--- config.mk ---
export PLATFORM = sky130hd
export DESIGN_NAME = rst_release_gen
export DESIGN_NICKNAME = d
export VERILOG_FILES = /design/src/rtl/rrd_pkg.sv /design/src/rtl/rrd_sync.sv /design/src/rtl/rrd_supply_track.sv /design/src/rtl/rrd_charge.sv /design/src/rtl/rst_release_gen.sv
export SDC_FILE = /design/constraint.sdc
export NUM_CORES = 1
export LEC_CHECK = 0
export BUFFER_PORTS_ARGS = -buffer_cell sky130_fd_sc_hd__buf_2
export CORE_ASPECT_RATIO = 0.7
export CORE_UTILIZATION = 35
export DETAILED_ROUTE_END_ITERATION = 8
export GPL_TIMING_DRIVEN = 0
export SLEW_MARGIN = 20
export SYNTH_ARGS = -nofsm -noshare
export SYNTH_HDL_FRONTEND = slang
export SYNTH_HIERARCHICAL = 1
export SYNTH_SLANG_ARGS = --single-unit
--- constraint.sdc ---
create_clock -name clk -period 2 [get_ports clk]
set_input_delay 0.1 -clock clk [delete_from_list [all_inputs] [get_ports clk]]
set_output_delay 0.1 -clock clk [all_outputs]
set_load 0.005 [all_outputs]
--- src/rtl/rrd_pkg.sv ---
// Shared types for the reset release delay generator.
package rrd_pkg;
    typedef enum logic {
        CAUSE_SUPPLY = 1'b0,
        CAUSE_MANUAL = 1'b1
    } rrd_cause_e;
endpackage

--- src/rtl/rrd_sync.sv ---
// rrd_sync: multi-flop synchronizer for an asynchronous active-low level.
// Assumes: the input is a slow level. The flops reset to the inactive (high) value.
module rrd_sync #(
    parameter int STAGES = 2
) (
    input  logic clk,
    input  logic rst_n,
    input  logic async_n_i,
    output logic sync_n_o
);
    logic [STAGES-1:0] chain_q;

    // Stage 0 samples the pin; each later stage samples the one before it.
    always_ff @(posedge clk) begin
        if (!rst_n) chain_q[0] <= 1'b1;
        else        chain_q[0] <= async_n_i;
    end

    for (genvar s = 1; s < STAGES; s++) begin : g_stage
        // Shift one stage along the chain.
        always_ff @(posedge clk) begin
            if (!rst_n) chain_q[s] <= 1'b1;
            else        chain_q[s] <= chain_q[s-1];
        end
    end

    assign sync_n_o = chain_q[STAGES-1];
endmodule

--- src/rtl/rrd_supply_track.sv ---
// rrd_supply_track: keeps the supply-good state from the upper and lower level flags.
// Assumes: both flags are synchronous and already carry hysteresis. The low flag wins.
module rrd_supply_track (
    input  logic clk,
    input  logic rst_n,
    input  logic above_i,
    input  logic below_i,
    output logic good_o
);
    logic good_q;

    // Set on the upper flag, clear on the lower flag, otherwise hold.
    always_ff @(posedge clk) begin
        if (!rst_n)       good_q <= 1'b0;
        else if (below_i) good_q <= 1'b0;
        else if (above_i) good_q <= 1'b1;
    end

    assign good_o = good_q;

    a_r6_low_clears: assert property (@(posedge clk) disable iff (!rst_n)
        below_i |=> !good_o);
    a_r6_hold: assert property (@(posedge clk) disable iff (!rst_n)
        (!below_i && !above_i) |=> $stable(good_o));
endmodule

--- src/rtl/rrd_charge.sv ---
// rrd_charge: saturating charge counter that models the delay capacitor.
// Assumes: UP_STEP and DN_STEP are both between 1 and FULL_SCALE.
module rrd_charge #(
    parameter int FULL_SCALE = 10000,
    parameter int UP_STEP    = 1,
    parameter int DN_STEP    = 2500,
    localparam int CW        = $clog2(FULL_SCALE + 1)
) (
    input  logic          clk,
    input  logic          rst_n,
    input  logic          drain_i,
    output logic [CW-1:0] level_o,
    output logic          full_o
);
    localparam logic [CW-1:0] FULL_C = CW'(FULL_SCALE);
    localparam logic [CW-1:0] UP_C   = CW'(UP_STEP);
    localparam logic [CW-1:0] DN_C   = CW'(DN_STEP);

    logic [CW-1:0] lvl_q;
    logic [CW-1:0] lvl_d;

    // Next level: drop with a floor at zero, or climb with a ceiling at full scale.
    always_comb begin
        lvl_d = lvl_q;
        if (drain_i) begin
            lvl_d = (lvl_q > DN_C) ? (lvl_q - DN_C) : '0;
        end else if (lvl_q < FULL_C) begin
            lvl_d = ((FULL_C - lvl_q) > UP_C) ? (lvl_q + UP_C) : FULL_C;
        end
    end

    // Level register, empty after power-on reset.
    always_ff @(posedge clk) begin
        if (!rst_n) lvl_q <= '0;
        else        lvl_q <= lvl_d;
    end

    assign level_o = lvl_q;
    assign full_o  = (lvl_q == FULL_C);

    a_r4_ceiling: assert property (@(posedge clk) disable iff (!rst_n)
        lvl_q <= FULL_C);
    a_r4_drain_falls: assert property (@(posedge clk) disable iff (!rst_n)
        (drain_i && lvl_q != '0) |=> (lvl_q < $past(lvl_q)));
    a_r4_charge_rises: assert property (@(posedge clk) disable iff (!rst_n)
        (!drain_i && lvl_q < FULL_C) |=> (lvl_q > $past(lvl_q)));
endmodule

--- src/rtl/rst_release_gen.sv ---
// rst_release_gen: active-low system reset with a charge-based release delay.
// Assumes: supply flags are synchronous to clk, and mr_n_i may be asynchronous.
// Assertion of the reset is combinational on supply_low_i and mr_n_i.
// Release waits until the charge counter is full.
module rst_release_gen
    import rrd_pkg::*;
#(
    parameter int FULL_SCALE  = 10000,
    parameter int UP_STEP     = 1,
    parameter int DN_STEP     = 2500,
    parameter int SYNC_STAGES = 2,
    localparam int CW         = $clog2(FULL_SCALE + 1)
) (
    input  logic clk,
    input  logic rst_n,
    input  logic supply_ok_i,
    input  logic supply_low_i,
    input  logic mr_n_i,
    output logic sys_rst_n_o,
    output logic cause_manual_o
);
    logic          mr_sync_n;
    logic          sup_good;
    logic          sup_fault;
    logic          fault;
    logic          full_w;
    logic [CW-1:0] level_w;
    rrd_cause_e    cause_q;

    rrd_sync #(.STAGES(SYNC_STAGES)) u_mr_sync (
        .clk       (clk),
        .rst_n     (rst_n),
        .async_n_i (mr_n_i),
        .sync_n_o  (mr_sync_n)
    );

    rrd_supply_track u_supply (
        .clk     (clk),
        .rst_n   (rst_n),
        .above_i (supply_ok_i),
        .below_i (supply_low_i),
        .good_o  (sup_good)
    );

    assign sup_fault = supply_low_i | ~sup_good;
    assign fault     = sup_fault | ~mr_sync_n;

    rrd_charge #(
        .FULL_SCALE (FULL_SCALE),
        .UP_STEP    (UP_STEP),
        .DN_STEP    (DN_STEP)
    ) u_charge (
        .clk     (clk),
        .rst_n   (rst_n),
        .drain_i (fault),
        .level_o (level_w),
        .full_o  (full_w)
    );

    // Remember which source asserted reset last; the manual pin has priority.
    always_ff @(posedge clk) begin
        if (!rst_n)          cause_q <= CAUSE_SUPPLY;
        else if (!mr_sync_n) cause_q <= CAUSE_MANUAL;
        else if (sup_fault)  cause_q <= CAUSE_SUPPLY;
    end

    assign cause_manual_o = (cause_q == CAUSE_MANUAL);
    assign sys_rst_n_o    = full_w & ~fault & mr_n_i;

    a_r2_release_after_charge: assert property (@(posedge clk) disable iff (!rst_n)
        $rose(sys_rst_n_o) |-> (32'($past(level_w)) + UP_STEP >= FULL_SCALE));
    a_r9_manual_cause: assert property (@(posedge clk) disable iff (!rst_n)
        !mr_sync_n |=> cause_manual_o);
endmodule

==> results of run 1 <==
synth_stat cells, drive strengths merged, types with 2 or more instances:
cell type  number  area (um^2)
a211oi          2         20.0
a21boi          2         15.0
a21oi           9         60.1
a22o            2         17.5
a2bb2oi         2         17.5
a32o            2         20.0
and3            3         18.8
and4            2         17.5
buf            14         95.1
dfxtp          18          360
ha              7         87.6
inv            11         41.3
nand2          14         55.1
nand2b          5         31.3
nand3           7         35.0
nand4           2         12.5
nand4b          2         17.5
nor2           18         67.6
nor2b           3         26.3
nor3            6         30.0
nor3b           3         32.5
nor4            8         83.8
o211ai          2         15.0
o21a            2         15.0
o21ai          15         75.1
o221a           2         22.5
o22ai           4         25.0
o31ai           2         15.0
or3             5         36.3
xnor2          12          105
xor2            6         52.6
layout by cell type (no fill, tap or decap), drive strengths merged, types with 2 or more instances in the layout:
cell,instances
buf,31
nor2,18
dfxtp,18
o21ai,15
nand2,14
xnor2,12
inv,11
a21oi,9
nor4,8
nand3,7
ha,7
xor2,6
nor3,6
nand2b,5
clkbuf,5
or3,5
o22ai,4
and3,3
nor2b,3
nor3b,3
and4,2
o211ai,2
nand4,2
o21a,2
o221a,2
nand4b,2
o31ai,2
a32o,2
a22o,2
a21boi,2
a2bb2oi,2
a211oi,2
routing by layer:
| layer | up-vias | routed length, um |
|---|---|---|
| met5 | - | 0 |
| met4 | 0 | 0 |
| met3 | 0 | 380 |
| met2 | 66 | 1860 |
| met1 | 737 | 2270 |
| li1 | 784 | - |
what timing repair did:
| action | CTS | global route |
|---|---|---|
| pin swaps | 8 | 5 |
| hold buffers | 0 | 0 |
| setup buffers | 9 | 2 |
| gates resized for setup | 18 | 22 |
| setup endpoints to repair | 12 | 15 |
cell families (layout without fill, tap and decap cells):
kind of cell               count (synthesis)  after routing  synth area share
buffers and inverters                     26             47            0.0856
adders and majority gates                  7              7            0.0535
xor gates and xnor gates                  18             18            0.0963
muxes                                      1              1           0.00688
AOI/OAI and AO/OA                         53             53             0.234
DFF                                       18             18             0.220
and+or+nand+nor                           82             82             0.304
state kept, by name, indices dropped and copies added, names as in the netlist:
name,cells
u_charge/level_o,14
cause_manual_o,1
u_mr_sync/chain_q,1
u_mr_sync/sync_n_o,1
u_supply/good_o,1
metrics by stage:
step | total power, mW | cell area, um^2 | utilization
floorplan | 0.389 | 1650 | -
global placement | 0.402 | 1740 | 0.396
detailed placement | 0.402 | 1740 | 0.396
CTS | 0.716 | 1930 | 0.438
global route | 0.734 | 2060 | 0.467
finish | 0.702 | 2060 | 0.467
where the power goes:
part | internal (mW) | switching (mW) | leakage [nW]
logic | 0.0146 | 0.0191 | 0.589
registers | 0.358 | 0.00226 | 0.149
clock network | 0.175 | 0.133 | 0.0288
total | 0.548 | 0.154 | 0.767
area by class of cell:
cell class	instances	area, um^2	share of cell area
multi-input cells	161	1280	0.624
flip-flops and latches	18	374	0.182
plain buffers	15	119	0.0578
repair buffers	17	116	0.0565
well taps	55	68.8	0.0334
clock buffers	4	55.1	0.0267
inverters	11	41.3	0.0201
path summary, 6_finish.rpt:
path / slack, ns / endpoint / startpoint
hold / removal: 0.04 / u_mr_sync/chain_q[0] / mr_n_i
setup / recovery: -0.09 / u_charge/level_o[0] / u_charge/level_o[1]
hold reg to reg: 0.41 / u_mr_sync/sync_n_o / u_mr_sync/chain_q[0]
setup reg to reg: -0.09 / u_charge/level_o[0] / u_charge/level_o[1]
critical path, delay by kind of cell (launching register included):
kind	cells	cell delay, ns
mux	1	0.32
flops	1	0.36
compound gates	4	1.16
simple gates	1	0.11
==> flow_summary.json, run 1 <==
{
  "ys.warnings.count": 6,
  "fin_crit_sh": 1.04,
  "rsz0062_at_grt": "true",
  "antenna_left": 0,
  "p_leak_nw": 0.767,
  "hold_viol_final": 0,
  "syn_nets": 217,
  "nFillCells": 433,
  "rows": 20,
  "drv_slew": 0,
  "cts_sinks": 18,
  "routed_via_density": 5.65,
  "start_util": 0.372,
  "worstSetupStartpointType": "flop",
  "h-tree-depth": 1,
  "cp_max_fo": 4,
  "numCtsBuffers": 3,
  "antenna_found_initial": 0,
  "io_pins": 7,
  "grt.overflow.total": 0,
  "grt-busiest-layer": "met1",
  "nets": 239,
  "routedWlPerCell_um": 16.1,
  "core_um2": 4400,
  "met1_usage": 0.302,
  "async_reset_ff_frac": 0,
  "hold_depth": 2,
  "fin_cells": 281,
  "hpwl_mm": 3.19,
  "first_pass_iters": 4,
  "clkLatencyLatePin_ns": 0.26,
  "grt_use_total": 0.192,
  "die_w_um": 83.7,
  "tightest_slew_ns": 0.487,
  "ir_drop_v": 0.000346,
  "cts_tree": "yes",
  "rr_worst_depth": 6,
  "hold_class": "in2reg",
  "via_count": 1587,
  "yosysSeqAreaShare": 0.220,
  "status": "complete, but fails checks",
  "setup_ws_ns": -0.0860,
  "slowest_delay_ns": 0.53,
  "cp_slowest_cell": "o41a_1",
  "grt_pass1_vias": 1476,
  "min_period_ns": 2.09,
  "drc_errors": 0,
  "drv_cap": 0,
  "path_cells": "o41a_1 > o21ai_2 > mux2_4 > a21oi_4 > nand2_2 > a32o_1",
  "power_density_nw_per_um2": 341,
  "gp_congestion": 0.942,
  "setup_viol": 6,
  "grt_pass1_wl_mm": 7.47,
  "die-height_um": 59.2,
  "clkTransAtPathRegs_ns": 0.08,
  "wl_mm": 4.51,
  "clock_path_buffers": 2,
  "ys_types": 57,
  "syn_to_final_growth_pct": 25.8,
  "post-place-ws_ns": -0.252,
  "end_kind": "flop",
  "fin_hold_ws_ns": 0.0411,
  "arrival_ns": 2.23,
  "fin_worst_skew_ns": 0.0103,
  "port_buffers": 6,
  "synth_edf_count": 0,
  "failed_checks": "setup timing",
  "drive_gt1_frac": 0.319,
  "grt_max_degree": 11,
  "cts_root_buffer": "clkbuf_8",
  "synth_seq_cells": 18,
  "timing.setup.tns_ns": -0.357,
  "met2_usage": 0.273,
  "synthCells": 205,
  "synth_flop_cell": "dfxtp_1",
  "die-area_um2": 4960,
  "critPathKind": "reg2reg",
  "relSlewSlack": 0.675,
  "use_met3": 0.0404,
  "worstPathRequired_ns": 2.15,
  "post_synth.cell_area_avg_um2": 7.98,
  "dp_cells": 266,
  "n_antenna_cell": 0,
  "clock.fmax_mhz": 479,
  "first_iter_violations": 148,
  "synth_area_um2": 1640
}
Power figures use the tool's default switching activity.
==> inputs of run 2 (changes only) <==
CELL_PAD_IN_SITES_DETAIL_PLACEMENT = 0   (was unset)
CELL_PAD_IN_SITES_GLOBAL_PLACEMENT = 1   (was unset)
PLACE_DENSITY_LB_ADDON = 0.1   (was unset)
==> run 2 against run 1 <==
  * The run still ends with setup timing left
  * Combinational power is essentially flat
  * Largest cell class unchanged
  * Global-route usage grew 2.5 points
  * Non-clock buffer count grew 5
  * Critical path type unchanged
==> flow_summary.json, run 2 (same netlist as run 1, synthesis figures left out) <==
{
  "cp_max_fo": 4,
  "hold_viol_final": 0,
  "fin_worst_skew_ns": 0.00432,
  "seq_area_um2": 379,
  "nFillCells": 412,
  "setup_ws_ns": -0.0314,
  "grt.overflow.total": 0,
  "via_count": 1685,
  "worstSetupStartpointType": "flop",
  "slowest_delay_ns": 0.50,
  "drv_cap": 0,
  "final_common_cell": "buf_4",
  "path_buf_inv": 0,
  "worstPathRequired_ns": 2.16,
  "status": "complete, but fails checks",
  "relSlewSlack": 0.632,
  "routedWlPerCell_um": 18.2,
  "multi_input_area_um2": 1350,
  "largest_register_ffs": 14,
  "clock_path_buffers": 2,
  "arrival_ns": 2.19,
  "holdBufCountCts": 0,
  "p_total_mw": 0.723,
  "tightest_slew_ns": 0.552,
  "cp_slowest_cell": "o41a_1",
  "layout_common_cells": "buf_4 (22), nor2_1 (17), nand2_1 (13)",
  "hold_class": "in2reg",
  "critPathKind": "reg2reg",
  "fin_crit_sh": 1.02,
  "hpwl_mm": 3.46,
  "antenna_found_initial": 0,
  "clkLatencyLatePin_ns": 0.27,
  "crit_top_cell": "a21oi_4",
  "n_antenna_cell": 0,
  "end_kind": "flop",
  "die-area_um2": 4960,
  "core_um2": 4400,
  "cts_tree": "yes",
  "h-tree-depth": 1,
  "drc_errors": 0,
  "grt_use_total": 0.217,
  "clkTransAtPathRegs_ns": 0.08,
  "port_buffers": 6,
  "die-height_um": 59.2,
  "gp_congestion": 0.824,
  "ir_drop_v": 0.000187,
  "clock.fmax_mhz": 492,
  "routed_via_density": 5.89,
  "first_iter_violations": 131,
  "numCtsBuffers": 3,
  "rsz0062_at_grt": "true",
  "cts_root_buffer": "clkbuf_8",
  "cts_sinks": 18,
  "die_w_um": 83.7,
  "cpLargestDelayFamily": "compound AO/OA/AOI/OAI gates",
  "path_cells": "o41a_1 > o21ai_2 > mux2_4 > a21oi_4 > a21oi_4 > a32o_1",
  "antenna_left": 0,
  "nets": 244,
  "p_leak_nw": 0.797,
  "grt_pass1_wl_mm": 8.25,
  "setup_viol": 3,
  "first_pass_iters": 4,
  "rows": 20,
  "grt_max_degree": 11,
  "grt_pass1_vias": 1635,
  "drv_slew": 0,
  "wl_mm": 5.19,
  "failed_checks": "setup timing",
  "syn_to_final_growth_pct": 32.4,
  "start_util": 0.372,
  "power_density_nw_per_um2": 334,
  "io_pins": 7,
  "post-place-ws_ns": -0.294,
  "drive_gt1_frac": 0.377,
  "min_period_ns": 2.03
}
-- run 2: layout make-up --
cell class                      instances  area share
Inverter                               11      0.0214
Tap cell                               55      0.0318
Clock buffer                            4      0.0254
Multi-Input combinational cell        161       0.621
Timing Repair Buffer                   23      0.0727
Buffer                                 14      0.0531
Sequential cell                        18       0.175
-- run 2: metal layers --
metal	vias to the layer above	wire (um)	share of wire	global-route usage
met3	10	341	0.066	0.0529
met5	-	0	0	0
met4	0	75	0.014	0.0581
met2	63	2410	0.46	0.353
li1	795	-	-	-
met1	817	2370	0.46	0.292
-- run 2: power by group --
part           internal, mW  leakage (nW)  total, mW  switching (mW)
sequential            0.357         0.150      0.359         0.00253
combinational        0.0146         0.617     0.0338          0.0192
clock                 0.176        0.0288      0.330           0.154
total                 0.547         0.797      0.723           0.176
-- run 2: per-stage QoR --
| stage | util | setup TNS [ns] | cells | instance area, um^2 | hold slack, ns |
|---|---|---|---|---|---|
| floorplan | - | 0 | 205 | 1650 | 0.170 |
| global placement | 0.396 | -3.27 | 266 | 1740 | 0.297 |
| detailed placement | 0.396 | -2.84 | 266 | 1740 | 0.301 |
| CTS | 0.459 | -0.00964 | 283 | 2020 | 0.0210 |
| global route | 0.492 | -0.533 | 286 | 2170 | 0.0355 |
| finish | 0.492 | -0.0498 | 286 | 2170 | 0.0235 |
-- run 2: worst reg2reg max path: stages, from the launching register on --
cell and delay [ns]:
dfxtp_4 0.36, o41a_1 0.50, o21ai_2 0.18, mux2_4 0.33
a21oi_4 0.21, a21oi_4 0.12, a32o_1 0.23
-- run 2: worst paths after layout --
path,start,endpoint,slack [ns],cells past startpoint
setup reg to reg,u_charge/level_o[1],u_charge/level_o[1],-0.03,6
hold / removal,mr_n_i,u_mr_sync/chain_q[0],0.02,2
hold reg to reg,u_mr_sync/chain_q[0],u_mr_sync/sync_n_o,0.42,1
setup / recovery,u_charge/level_o[1],u_charge/level_o[1],-0.03,6
-- run 2: repair_timing --
action / 4_1_cts / 5_1_grt
endpoints found under the setup margin: 12 / 15
gates resized for setup: 31 / 30
pin swaps: 8 / 9
setup buffers: 13 / 4
